$ cat config.mk
export PLATFORM = sky130hd
export DESIGN_NAME = tuner_i2c_regs
export DESIGN_NICKNAME = d
export VERILOG_FILES = /design/src/rtl/tuner_i2c_pkg.sv /design/src/rtl/tuner_i2c_sync.sv /design/src/rtl/tuner_i2c_link.sv /design/src/rtl/tuner_reg_bank.sv /design/src/rtl/tuner_i2c_regs.sv
export SDC_FILE = /design/constraint.sdc
export NUM_CORES = 1
export LEC_CHECK = 0
export ABC_AREA = 1
export BUFFER_PORTS_ARGS = -buffer_cell sky130_fd_sc_hd__buf_2
export CORE_UTILIZATION = 25
export CTS_CLUSTER_SIZE = 12
export DETAILED_ROUTE_END_ITERATION = 10
export PLACE_DENSITY = 0.44
export SLEW_MARGIN = 20
export SYNTH_ARGS = -nofsm -noshare
export SYNTH_HDL_FRONTEND = slang
export SYNTH_HIERARCHICAL = 1
export SYNTH_SLANG_ARGS = --single-unit
$ cat constraint.sdc
create_clock -name clk -period 2.4 [get_ports clk]
set_clock_uncertainty 0.1 [all_clocks]
set_input_delay 0.36 -clock clk [delete_from_list [all_inputs] [get_ports clk]]
set_output_delay 0.36 -clock clk [all_outputs]
set_load 0.005 [all_outputs]
$ cat src/rtl/tuner_i2c_pkg.sv
package tuner_i2c_pkg;

    typedef enum logic [2:0] {
        ST_IDLE,
        ST_ADDR,
        ST_AACK,
        ST_WR,
        ST_WACK,
        ST_RD,
        ST_RACK
    } link_state_e;

    typedef struct packed {
        link_state_e st;
        logic [3:0]  cnt;
        logic [7:0]  sh;
        logic        oe;
        logic        rw;
        logic        addr_hit;
        logic        wr_stb;
    } link_regs_t;

    typedef struct packed {
        logic [9:0] m;
        logic [4:0] s;
        logic       cp_hi;
        logic       cp_off;
        logic       vt_off;
        logic [1:0] ref_ratio;
        logic [3:0] band;
        logic       pend_valid;
        logic [7:0] pend;
    } bank_regs_t;

endpackage

$ cat src/rtl/tuner_i2c_sync.sv
module tuner_i2c_sync #(
    parameter int NSYNC = 2
) (
    input  logic clk,
    input  logic rst_n,
    input  logic scl_i,
    input  logic sda_i,
    output logic sda_s,
    output logic scl_rise,
    output logic scl_fall,
    output logic start_det,
    output logic stop_det
);
    localparam int NLINES = 2;

    logic [NLINES-1:0] raw;
    logic [NLINES-1:0] cur;
    logic [NLINES-1:0] prev_q;

    assign raw = {scl_i, sda_i};

    for (genvar g = 0; g < NLINES; g++) begin : g_line
        logic [NSYNC-1:0] chain_q;
        always_ff @(posedge clk or negedge rst_n) begin
            if (!rst_n) chain_q <= '1;
            else        chain_q <= {chain_q[NSYNC-2:0], raw[g]};
        end
        assign cur[g] = chain_q[NSYNC-1];
    end

    always_ff @(posedge clk or negedge rst_n) begin
        if (!rst_n) prev_q <= '1;
        else        prev_q <= cur;
    end

    // index 1 is SCL, index 0 is SDA
    assign sda_s     = cur[0];
    assign scl_rise  = cur[1] & ~prev_q[1];
    assign scl_fall  = ~cur[1] & prev_q[1];
    assign start_det = cur[1] & prev_q[1] & prev_q[0] & ~cur[0];
    assign stop_det  = cur[1] & prev_q[1] & ~prev_q[0] & cur[0];
endmodule

$ cat src/rtl/tuner_i2c_link.sv
module tuner_i2c_link
    import tuner_i2c_pkg::*;
(
    input  logic       clk,
    input  logic       rst_n,
    input  logic       sda_s,
    input  logic       scl_rise,
    input  logic       scl_fall,
    input  logic       start_det,
    input  logic       stop_det,
    input  logic [6:0] dev_addr,
    input  logic [7:0] status,
    output logic       sda_oe,
    output logic       addr_hit,
    output logic       wr_stb,
    output logic [7:0] wr_data
);
    localparam logic [3:0] BITS = 4'd8;

    link_regs_t q, n;

    always_comb begin
        n          = q;
        n.addr_hit = 1'b0;
        n.wr_stb   = 1'b0;
        if (start_det) begin
            n.st  = ST_ADDR;
            n.cnt = '0;
            n.oe  = 1'b0;
        end else if (stop_det) begin
            n.st = ST_IDLE;
            n.oe = 1'b0;
        end else begin
            unique case (q.st)
                ST_ADDR, ST_WR: begin
                    if (scl_rise && q.cnt < BITS) begin
                        n.sh  = {q.sh[6:0], sda_s};
                        n.cnt = q.cnt + 4'd1;
                    end else if (scl_fall && q.cnt == BITS) begin
                        n.cnt = '0;
                        if (q.st == ST_WR) begin
                            n.wr_stb = 1'b1;
                            n.st     = ST_WACK;
                            n.oe     = 1'b1;
                        end else if (q.sh[7:1] == dev_addr) begin
                            n.st       = ST_AACK;
                            n.oe       = 1'b1;
                            n.rw       = q.sh[0];
                            n.addr_hit = 1'b1;
                        end else begin
                            n.st = ST_IDLE;
                        end
                    end
                end
                ST_AACK: begin
                    if (scl_fall) begin
                        n.cnt = '0;
                        if (q.rw) begin
                            n.st = ST_RD;
                            n.sh = status;
                            n.oe = ~status[7];
                        end else begin
                            n.st = ST_WR;
                            n.oe = 1'b0;
                        end
                    end
                end
                ST_WACK: begin
                    if (scl_fall) begin
                        n.st = ST_WR;
                        n.oe = 1'b0;
                    end
                end
                ST_RD: begin
                    if (scl_fall) begin
                        if (q.cnt == BITS - 4'd1) begin
                            n.st  = ST_RACK;
                            n.oe  = 1'b0;
                            n.cnt = '0;
                        end else begin
                            n.cnt = q.cnt + 4'd1;
                            n.sh  = {q.sh[6:0], 1'b0};
                            n.oe  = ~q.sh[6];
                        end
                    end
                end
                ST_RACK: begin
                    if (scl_rise && sda_s) begin
                        n.st = ST_IDLE;
                    end else if (scl_fall) begin
                        n.st  = ST_RD;
                        n.sh  = status;
                        n.oe  = ~status[7];
                        n.cnt = '0;
                    end
                end
                default: ;
            endcase
        end
    end

    always_ff @(posedge clk or negedge rst_n) begin
        if (!rst_n) q <= '{st: ST_IDLE, default: '0};
        else        q <= n;
    end

    assign sda_oe   = q.oe;
    assign addr_hit = q.addr_hit;
    assign wr_stb   = q.wr_stb;
    assign wr_data  = q.sh;
endmodule

$ cat src/rtl/tuner_reg_bank.sv
module tuner_reg_bank
    import tuner_i2c_pkg::*;
(
    input  logic       clk,
    input  logic       rst_n,
    input  logic       addr_hit,
    input  logic       wr_stb,
    input  logic [7:0] wr_data,
    output logic [9:0] freq_m,
    output logic [4:0] freq_s,
    output logic       pump_hi,
    output logic       pump_off,
    output logic       vt_off,
    output logic [1:0] ref_ratio,
    output logic [3:0] band_en
);
    bank_regs_t q, n;

    always_comb begin
        n = q;
        if (addr_hit) begin
            n.pend_valid = 1'b0;
        end else if (wr_stb) begin
            if (!q.pend_valid) begin
                n.pend       = wr_data;
                n.pend_valid = 1'b1;
            end else begin
                n.pend_valid = 1'b0;
                if (!q.pend[7]) begin
                    n.m = {q.pend[6:0], wr_data[7:5]};
                    n.s = wr_data[4:0];
                end else begin
                    n.cp_hi     = q.pend[6];
                    n.cp_off    = q.pend[4];
                    n.ref_ratio = q.pend[2:1];
                    n.vt_off    = q.pend[0];
                    n.band      = wr_data[3:0];
                end
            end
        end
    end

    always_ff @(posedge clk or negedge rst_n) begin
        if (!rst_n) q <= '0;
        else        q <= n;
    end

    assign freq_m    = q.m;
    assign freq_s    = q.s;
    assign pump_hi   = q.cp_hi;
    assign pump_off  = q.cp_off;
    assign vt_off    = q.vt_off;
    assign ref_ratio = q.ref_ratio;
    assign band_en   = q.band;
endmodule

$ cat src/rtl/tuner_i2c_regs.sv
module tuner_i2c_regs #(
    parameter int         NSYNC   = 2,
    parameter logic [4:0] ADDR_HI = 5'b11000
) (
    input  logic       clk,
    input  logic       rst_n,
    input  logic       scl_i,
    input  logic       sda_i,
    output logic       sda_oe,
    input  logic [1:0] strap_addr,
    input  logic       lock_i,
    input  logic [2:0] conv_code,
    output logic [9:0] freq_m,
    output logic [4:0] freq_s,
    output logic       pump_hi,
    output logic       pump_off,
    output logic       vt_off,
    output logic [1:0] ref_ratio,
    output logic [3:0] band_en
);
    logic       sda_s, scl_rise, scl_fall, start_det, stop_det;
    logic       addr_hit, wr_stb;
    logic [7:0] wr_data;
    logic [6:0] dev_addr;
    logic [7:0] status;

    assign dev_addr = {ADDR_HI, strap_addr};
    assign status   = {1'b0, lock_i, 3'b111, conv_code};

    tuner_i2c_sync #(.NSYNC(NSYNC)) u_sync (
        .clk       (clk),
        .rst_n     (rst_n),
        .scl_i     (scl_i),
        .sda_i     (sda_i),
        .sda_s     (sda_s),
        .scl_rise  (scl_rise),
        .scl_fall  (scl_fall),
        .start_det (start_det),
        .stop_det  (stop_det)
    );

    tuner_i2c_link u_link (
        .clk       (clk),
        .rst_n     (rst_n),
        .sda_s     (sda_s),
        .scl_rise  (scl_rise),
        .scl_fall  (scl_fall),
        .start_det (start_det),
        .stop_det  (stop_det),
        .dev_addr  (dev_addr),
        .status    (status),
        .sda_oe    (sda_oe),
        .addr_hit  (addr_hit),
        .wr_stb    (wr_stb),
        .wr_data   (wr_data)
    );

    tuner_reg_bank u_bank (
        .clk       (clk),
        .rst_n     (rst_n),
        .addr_hit  (addr_hit),
        .wr_stb    (wr_stb),
        .wr_data   (wr_data),
        .freq_m    (freq_m),
        .freq_s    (freq_s),
        .pump_hi   (pump_hi),
        .pump_off  (pump_off),
        .vt_off    (vt_off),
        .ref_ratio (ref_ratio),
        .band_en   (band_en)
    );
endmodule

==> results of run 1 <==
[layer usage]
| layer | track usage (%) | routed length, um | vias up |
|---|---|---|---|
| met1 | 15.3 | 3340 | 1161 |
| li1 | - | - | 1308 |
| met5 | 0 | 0 | - |
| met2 | 19.4 | 3390 | 62 |
| met4 | 4.36 | 106 | 0 |
| met3 | 3.40 | 397 | 11 |
[layout make-up]
type / instances / area, sq um
inverters: 44 / 170
clock buffers: 11 / 243
flip-flops and latches: 58 / 1460
multi-input cells: 283 / 1360
repair buffers: 35 / 178
fillers: 1398 / 9030
well taps: 172 / 215
clock inverters: 3 / 17.5
[how the worst min path moves through the flow]
stage,start,endpoint,slack [ns],depth (start not counted)
final,scl_i,u_sync/g_line[1].chain_q[0],0.03,1
after global routing,scl_i,u_sync/g_line[1].chain_q[0],0.02,1
after CTS,scl_i,u_sync/g_line[1].chain_q[0],0.02,1
after detailed placement,u_sync/g_line[0].chain_q[0],u_sync/g_line[0].chain_q[1],0.25,0
after global placement,u_sync/g_line[0].chain_q[0],u_sync/g_line[0].chain_q[1],0.25,0
after floorplan,rst_n,u_bank/band_en[0],-0.04,0
[cells in the mapped netlist (3+ instances only)]
library cell / instances / area, sq um
dfstp_2: 6 / 158
o21ai_1: 4 / 20.0
o21ai_2: 6 / 52.6
xnor2_1: 3 / 26.3
nand3_2: 3 / 30.0
nand3_1: 42 / 210
o21ai_0: 15 / 75.1
inv_1: 33 / 124
buf_6: 4 / 45.0
nor2_4: 4 / 45.0
nor2_1: 26 / 97.6
nand4_1: 3 / 18.8
buf_4: 30 / 225
inv_2: 8 / 30.0
dfrtp_1: 52 / 1300
nand2_2: 11 / 68.8
nand2_1: 133 / 499
a21oi_1: 7 / 35.0
[cells by family (layout without fill, tap and decap cells)]
kind of cell | count (synthesis) | in the layout | synth area share [%]
adders and majority gates | 2 | 2 | 0.770
and+or+nand+nor | 229 | 229 | 32.1
other | 2 | 12 | 0.231
AOI/OAI and AO/OA | 36 | 36 | 6.58
buffers and inverters | 80 | 93 | 14.3
xor gates and xnor gates | 4 | 4 | 1.08
DFF | 58 | 58 | 44.9
[state kept, by name (all words and copies together) (netlist names)]
signal and cells:
u_bank/band_en 4, u_link/sda_oe 1, u_bank/pump_hi 1, u_sync/prev_q 2, u_bank/q 9, u_link/wr_data 8, u_link/q 8, u_link/addr_hit 1
u_bank/freq_s 5, u_link/wr_stb 1, u_bank/pump_off 1, u_bank/vt_off 1, u_bank/freq_m 10, u_bank/ref_ratio 2, u_sync/g_line.chain_q 4
[critical path: stages, from the launching register on]
cell,delay (ns)
dfstp_2,0.54
nand2_1,0.07
nor2_1,0.22
nor2_4,0.09
inv_1,0.19
nor2_1,0.11
nand2_1,0.11
nand3_2,0.10
nor3_4,0.21
inv_2,0.06
nand2_1,0.05
nand2_1,0.05
[metrics by stage]
step / util, % / hold slack, ns / instance area [sq um] / setup slack, ns
3_5_place_dp: 26.7 / 0.247 / 3380 / 0.385
2_1_floorplan: - / -0.0356 / 3290 / 0.564
4_1_cts: 28.8 / 0.0208 / 3640 / 0.388
3_3_place_gp: 26.7 / 0.246 / 3380 / 0.445
5_1_grt: 28.8 / 0.0242 / 3640 / 0.181
6_report: 28.8 / 0.0343 / 3640 / 0.386
[report_power, final]
group          switching, W  internal, W  total (W)
Combinational      0.000707     0.000367    0.00107
Sequential         0.000213      0.00112    0.00133
Clock              0.000438     0.000710    0.00115
==> flow_summary.yaml, run 1 <==
placed_design:
  port_buffers: 34
  gp_congestion: 0.889
  dp_hpwl_um: 5050
  dp.cells: 592
clocking:
  clock_latency_ns: 0.33
  htreeDepth: 3
  cts.repair.resized: 0
  cts_buffers: 9
  clk_pin_slew_ns: 0.05
  cts_setup_buffers: 0
  clkSinkCount: 58
  cts_tree: "built"
  clockRootBuffer: "clkbuf_16"
  clk_path_buf_depth: 2
  hold_buffers: 0
grt:
  grt_pass1_vias: 2472
  overflow: 0
  grt_max_degree: 59
  grt_usage_pct: 12.0
  grt_pass1_wl_um: 12300
  antenna_found_initial: 0
sta:
  maxSlewViolCount: 0
  tightest_slew_ns: 0.753
  finalCriticalPeriod_ns: 2.01
  relSlewSlack_pct: 49.8
  rsz0062_at_grt: "false"
  fmax_ghz: 0.496
  hold_violations: 0
  post-route-period-util_pct: 83.9
  setup_viol: 0
  fin_setup_tns_ns: 0
worst_setup_path:
  crit_end: "u_link/q[18]"
  timing.rr.end: "u_link/q[18]"
  worstRegToRegCells: 11
  rr_startpoint: "u_sync/g_line[1].chain_q[1]"
  cp_max_fo: 8
  cp.required_ns: 2.52
  rrSetupSlack_ns: 0.39
  worstSetupStartpoint: "u_sync/g_line[1].chain_q[1]"
  critPathLaunchType: "flip-flop"
  crit_type: "flip-flop to flip-flop"
  cp_data_arrival_time_ns: 2.13
  crit_path_end_kind: "flip-flop"
die:
  core_sq_mm: 0.0127
  fp-row-count: 41
  die_x_um: 116
  die_area_sq_mm: 0.0135
  die_y_um: 116
  initial_utilization_pct: 25.6
  io_pins: 35
logic_synthesis:
  synth_ff_type: "dfrtp_1"
  syn_area_per_cell_sq_um: 7.91
  synthArstFlopShare_pct: 100
  netlist_area_sq_mm: 0.00325
  synth-seq-cells: 58
  synth-edff-count: 0
  yosysSeqAreaShare_pct: 44.9
  synth_cell_types: 33
  ys_warn_count: 6
  synthCells: 411
routing:
  wl_per_cell_um: 11.9
  vias: 2542
  ant_nets: 0
  drc: 0
  drtIter0Drc: 129
  vias_per_cell: 4.19
  dr.pass1.iters: 4
  drt-total-wl_um: 7240
power_and_ir_drop:
  peakVddDrop_v: 0.000448
  power.density_mw_per_mm2: 976
  leakage_nw: 1.98
  power_w: 0.00356
worst_hold_path:
  min_path_type: "input pin to flip-flop"
layout:
  antenna_cells: 0
  fin_cells: 606
  nNetsFinal: 443
  final_layout_size_suffix_gt1_share_pct: 21.2
  syn2layout_area_growth_pct: 12.2
  final_common_cell: "nand2_1"
  final_cell_mix: "nand2_1, dfrtp_1, nand3_1"
status:
  status: "complete, no violations"
flow_run:
  drv_cap: 0
(Power assumes the default switching activity.)
==> inputs of run 2 (changes only) <==
--- a/config.mk
+++ b/config.mk
@@ -5,12 +5,12 @@
 export SDC_FILE = /design/constraint.sdc
 export NUM_CORES = 1
 export LEC_CHECK = 0
-export ABC_AREA = 1
+export ABC_AREA = 0
 export BUFFER_PORTS_ARGS = -buffer_cell sky130_fd_sc_hd__buf_2
 export CORE_UTILIZATION = 25
 export CTS_CLUSTER_SIZE = 12
 export DETAILED_ROUTE_END_ITERATION = 10
-export PLACE_DENSITY = 0.44
+export PLACE_DENSITY = 0.45
 export SLEW_MARGIN = 20
 export SYNTH_ARGS = -nofsm -noshare
 export SYNTH_HDL_FRONTEND = slang
==> constraint.sdc (replaced) <==
create_clock -name clk -period 1.74 [get_ports clk]
set_clock_uncertainty 0.1 [all_clocks]
set_input_delay 0.261 -clock clk [delete_from_list [all_inputs] [get_ports clk]]
set_output_delay 0.261 -clock clk [all_outputs]
set_load 0.005 [all_outputs]
==> run 2 against run 1 <==
The run now ends with negative setup slack left. Register-to-register slack worse by 0.67 ns. Flip-flop and latch count stayed put. Combinational power is 110% higher. Sequential power is 26% higher. Synthesized cell count is 37% lower. Clock-buffer cell count stayed put. Critical path depth is 3 lower. Final area is 15% higher. Non-clock buffer count is 56 higher. Core utilization is 5.9 points higher. Worst hold slack better by 0.17 ns. Critical endpoint unchanged. Highest routed layer unchanged.
==> flow_summary.yaml, run 2 <==
status:
  status: "finished, violations left"
  violations: "negative setup slack"
logic_synthesis:
  synth_commonest_cells: "dfrtp_1, mux2_2, buf_4, nor2_1, nand2_1"
  syn_area_per_cell_sq_um: 12.1
  yosysMostFrequentCell: "dfrtp_1"
  yosysTopAreaCell: "dfrtp_1"
  synth-edff-count: 0
  synth.area.top_cells: "dfrtp_1, mux2_2, buf_4"
  synth_cell_types: 58
  synthCells: 260
  synth-seq-cells: 58
  synth_top_area_share_pct: 41.4
  ys_warn_count: 6
  synthArstFlopShare_pct: 100
  synth_ff_type: "dfrtp_1"
  yosysSeqAreaShare_pct: 46.4
  netlist_area_sq_mm: 0.00314
sta:
  setup_viol: 17
  post-route-period-util_pct: 117
  finalCriticalPeriod_ns: 2.03
  maxSlewViolCount: 0
  tightest_slew_ns: 0.669
  worst_slack_ns: -0.289
  fmax_ghz: 0.493
  hold_violations: 0
  relSlewSlack_pct: 54.2
  rsz0062_at_grt: "true"
  whs_ns: 0.206
placed_design:
  dp.cells: 481
  dp_slack_ns: -0.369
  dp_hpwl_um: 4940
  gp_congestion: 0.833
  port_buffers: 34
worst_setup_path:
  crit_path_end_kind: "flip-flop"
  cp_max_fo: 7
  cp_slowest_cell: "dfstp_2"
  critPathLaunchType: "flip-flop"
  timing.rr.end: "u_link/q[18]"
  path_buf_inv: 2
  crit_family: "flip-flops"
  rrSetupSlack_ns: -0.29
  worstRegToRegCells: 8
  rr_startpoint: "u_sync/prev_q[1]"
  crit_end: "u_link/q[18]"
  worstPathCellList: "nor2b_4 -> buf_6 -> and4b_2 -> nor2_2 -> o31a_1 -> buf_4 -> nand2_2 -> o31ai_2"
  cp.required_ns: 1.85
  crit_type: "flip-flop to flip-flop"
  cp_data_arrival_time_ns: 2.13
  worstSetupStartpoint: "u_sync/prev_q[1]"
  cp_slowest_stage_delay_ns: 0.54
  worstSetupPathDepth: 8
routing:
  ant_nets: 0
  vias: 2155
  drt-total-wl_um: 6820
  dr.pass1.iters: 4
  wl_per_cell_um: 13.6
  drc: 0
  vias_per_cell: 4.28
  drtIter0Drc: 93
power_and_ir_drop:
  power.density_mw_per_mm2: 1390
  leakage_nw: 2.04
  peakVddDrop_v: 0.000472
layout:
  fin_cells: 503
  final_cell_mix: "dfrtp_1, buf_4, buf_2"
  largest_reg_flops: 10
  final_layout_size_suffix_gt1_share_pct: 56.4
  postLayoutCoreUtil_pct: 34.7
  nNetsFinal: 342
  syn2layout_area_growth_pct: 33.8
  antenna_cells: 0
  final_common_cell: "dfrtp_1"
clocking:
  clock_latency_ns: 0.33
  clk_pin_slew_ns: 0.05
  clockRootBuffer: "clkbuf_16"
  clk_path_buf_depth: 2
  htreeDepth: 3
  cts_buffers: 9
  cts_tree: "built"
  clkSinkCount: 58
die:
  io_pins: 35
  die_y_um: 114
  die_area_sq_mm: 0.0130
  fp-row-count: 40
  core_sq_mm: 0.0121
  die_x_um: 114
  initial_utilization_pct: 25.9
worst_hold_path:
  min_path_type: "input pin to flip-flop"
grt:
  met2_usage_pct: 18.9
  met3_usage_pct: 4.29
  busiest_layer: "met2"
  grt_pass1_wl_um: 11200
  grt_pass1_vias: 2176
  antenna_found_initial: 0
  grtUsageMet1_pct: 13.8
  grt_usage_pct: 11.5
  overflow: 0
  grt_max_degree: 27
flow_run:
  drv_cap: 0
[run 2: changes by cell type after synthesis, moves of 8 or more]
cell	before	now
inv_1	33	5
nand3_1	42	2
nand2_2	11	0
mux2_4	0	10
nor2_1	26	13
mux2_2	0	41
o21ai_0	15	2
inv_2	8	0
nand2_1	133	11
[run 2: per-stage QoR]
stage	cell area [sq um]	setup TNS (ns)	power [W]
after floorplan	3210	-3.46	0.00299
after global placement	3710	-4.69	0.00365
after detailed placement	3710	-4.68	0.00366
after CTS	4170	-3.96	0.00584
after global routing	4200	-5.65	0.00615
final	4200	-4.32	0.00582
[run 2: worst min path at each step]
stage / startpoint / endpoint / slack [ns] / cells after the start
2_1_floorplan: rst_n / u_bank/band_en[0] / -0.13 / 0
3_3_place_gp: rst_n / u_bank/q[8] / 0.14 / 1
3_5_place_dp: rst_n / u_bank/q[8] / 0.14 / 1
4_1_cts: conv_code[1] / u_link/wr_data[1] / 0.19 / 3
5_1_grt: lock_i / u_link/wr_data[6] / 0.21 / 3
6_report: conv_code[1] / u_link/wr_data[1] / 0.21 / 3
[run 2: kinds of logic after synthesis]
group | share of synthesized area (%)
flops | 46.4
xor+xnor | 2.51
simple gates | 10.6
other cells | 0.239
fa+ha+maj | 0.796
compound gates | 9.68
buf+inv | 10.3
mux | 19.5
[run 2: metal layers]
layer  vias to the layer above  share of wire [%]
li1                       1037                  -
met1                      1061                 45
met2                        47                 49
met3                        10                4.3
met4                         0                1.5
met5                         -                  0
[run 2: layout make-up]
cell class / instances / area [sq um]
sequential: 58 / 1460
timing repair buffer: 91 / 687
inverter: 5 / 18.8
clock inverter: 5 / 77.6
multi-input combinational: 165 / 1510
clock buffer: 11 / 243
fill: 1251 / 7910
tap: 168 / 210
[run 2: tightest hold or removal path, delay by kind of cell]
kind,cells,cell delay [ns]
muxes,2,0.26
buffers and inverters,1,0.08
[run 2: timing repair]
item,in CTS,in global routing
setup buffers,3,0
gates resized for setup,18,9
hold buffers,3,0
endpoints found under the hold margin,10,0
pin swaps,14,11
setup endpoints to repair,18,19
cloned,0,0
[run 2: report_power, final]
part | total [W] | internal, W | switching (W)
Clock | 0.00190 | 0.00129 | 0.000609
Combinational | 0.00226 | 0.00123 | 0.00103
Sequential | 0.00167 | 0.00153 | 0.000145
==> inputs of run 3 (changes only) <==
--- a/config.mk
+++ b/config.mk
@@ -6,11 +6,11 @@
 export NUM_CORES = 1
 export LEC_CHECK = 0
 export ABC_AREA = 0
-export BUFFER_PORTS_ARGS = -buffer_cell sky130_fd_sc_hd__buf_2
 export CORE_UTILIZATION = 25
 export CTS_CLUSTER_SIZE = 12
 export DETAILED_ROUTE_END_ITERATION = 10
-export PLACE_DENSITY = 0.45
+export DONT_BUFFER_PORTS = 1
+export PLACE_DENSITY = 0.43
 export SLEW_MARGIN = 20
 export SYNTH_ARGS = -nofsm -noshare
 export SYNTH_HDL_FRONTEND = slang
==> run 3 against run 2 <==
First-iteration DRC count is 11% higher. Highest routed layer unchanged. Core utilization fell by 1.1 points. Routed wire length fell by 1.9%. Power up 0.43%. The flow still finishes with violations (negative setup slack). Worst hold slack got worse by 0.088 ns. Largest cell class unchanged.
==> flow_summary.yaml, run 3 (synthesis results as in run 2) <==
grt:
  grt_pass1_wl_um: 11200
  overflow: 0
  grt_max_degree: 59
  grt_usage_pct: 11.3
  grt_pass1_vias: 2128
  antenna_found_initial: 0
placed_design:
  port_buffers: 0
  dpl_cell_area_sq_mm: 0.00351
  gp_congestion: 0.789
  dp.cells: 447
  dp_hpwl_um: 4510
worst_hold_path:
  hp-start: "lock_i"
  min_path_type: "input pin to flip-flop"
worst_setup_path:
  crit_end: "u_link/wr_data[1]"
  timing.rr.end: "u_link/wr_data[1]"
  cp_max_fo: 8
  rrSetupSlack_ns: -0.30
  worstRegToRegCells: 6
  cp.required_ns: 1.85
  worstSetupStartpoint: "u_sync/g_line[1].chain_q[1]"
  critPathLaunchType: "flip-flop"
  crit_type: "flip-flop to flip-flop"
  crit_path_end_kind: "flip-flop"
  rr_startpoint: "u_sync/g_line[1].chain_q[1]"
  cp_data_arrival_time_ns: 2.15
layout:
  seq_area_sq_mm: 0.00146
  final_layout_size_suffix_gt1_share_pct: 52.6
  final_cell_mix: "buf_4, dfrtp_1, mux2_2"
  final_common_cell: "buf_4"
  largest_reg_flops: 10
  n_fill_cell: 1240
  nNetsFinal: 315
  multiInputGateArea_sq_mm: 0.00153
  syn2layout_area_growth_pct: 29.7
  design_area_sq_mm: 0.00408
  fin_cells: 476
  antenna_cells: 0
flow_run:
  drv_cap: 0
clocking:
  clk_pin_slew_ns: 0.05
  clk_path_buf_depth: 2
  htreeDepth: 3
  cts_tree: "built"
  cts_buffers: 9
  clock_latency_ns: 0.33
  clkSinkCount: 58
  clockRootBuffer: "clkbuf_16"
die:
  die_x_um: 114
  io_pins: 35
  core_sq_mm: 0.0121
  fp-row-count: 40
  die_area_sq_mm: 0.0130
  initial_utilization_pct: 25.9
  die_y_um: 114
power_and_ir_drop:
  p_seq_share_pct: 28.8
  leakage_nw: 1.89
  power.internal_w: 0.00404
  power.density_mw_per_mm2: 1440
  switchingPower_w: 0.00181
  combPwrFrac_pct: 39.2
  clockPowerShare_pct: 32.0
  peakVddDrop_v: 0.000447
  switching_share_pct: 31.0
sta:
  rsz0062_at_grt: "true"
  finalCriticalPeriod_ns: 2.04
  fmax_ghz: 0.489
  worst_slack_ns: -0.305
  tightest_slew_ns: 0.497
  maxSlewViolCount: 0
  fin_setup_tns_ns: -4.74
  relSlewSlack_pct: 66.0
  post-route-period-util_pct: 118
  setup_viol: 18
  hold_violations: 0
  whs_ns: 0.118
routing:
  vias_per_cell: 4.26
  drt-total-wl_um: 6690
  dr.pass1.iters: 4
  drtIter0Drc: 103
  wl_per_cell_um: 14.1
  vias: 2029
  ant_nets: 0
  drc: 0
status:
  violations: "negative setup slack"
  status: "finished, violations left"
-- run 3: how the worst min path moves through the flow --
stage	cells after the start	end	slack, ns
floorplan	0	u_bank/band_en[0]	-0.13
global placement	0	u_bank/freq_m[4]	-0.13
detailed placement	0	u_bank/ref_ratio[0]	-0.13
CTS	2	u_link/wr_data[2]	0.11
global route	2	u_link/wr_data[6]	0.11
finish	2	u_link/wr_data[6]	0.12
-- run 3: repair_timing --
action,CTS,global route
hold buffers,4,0
setup buffers,6,3
setup endpoints to repair,17,19
pin swaps,12,8
gates resized for setup,21,4
endpoints found under the hold margin,60,0
-- run 3: metrics by stage --
stage | utilization [%] | setup WS (ns) | total power [W]
finish | 33.6 | -0.305 | 0.00585
CTS | 33.2 | -0.304 | 0.00585
global placement | 29.0 | -0.342 | 0.00366
floorplan | - | -0.253 | 0.00299
global route | 33.6 | -0.392 | 0.00621
detailed placement | 29.0 | -0.380 | 0.00366
-- run 3: critical path, stage by stage, from the launching register on --
cell	delay [ns]
dfstp_2	0.54
nor2b_4	0.18
and2b_4	0.24
o221ai_4	0.12
a211oi_4	0.27
buf_12	0.18
mux2_4	0.30
-- run 3: layer usage --
layer	wire length [um]	GRT usage [%]
met1	3190	14.7
met2	3090	17.5
met3	327	3.65
met4	84	4.16
met5	0	0
-- run 3: cell type report --
class                   instances  share of cell area (%)
clock buffers                   9                    5.53
clock inverters                 7                    2.30
inverters                       5                   0.461
multi-input cells             165                    37.6
flip-flops and latches         58                    35.8
well taps                     168                    5.16
repair buffers                 64                    13.1
-- run 3: power by group through the flow --
| stage | Sequential (W) | Combinational [W] | Clock, W |
|---|---|---|---|
| global route | 0.00171 | 0.00250 | 0.00199 |
| floorplan | 0.00168 | 0.00131 | 0 |
| CTS | 0.00169 | 0.00223 | 0.00193 |
| finish | 0.00168 | 0.00229 | 0.00187 |
| detailed placement | 0.00171 | 0.00196 | 0 |
| global placement | 0.00171 | 0.00195 | 0 |
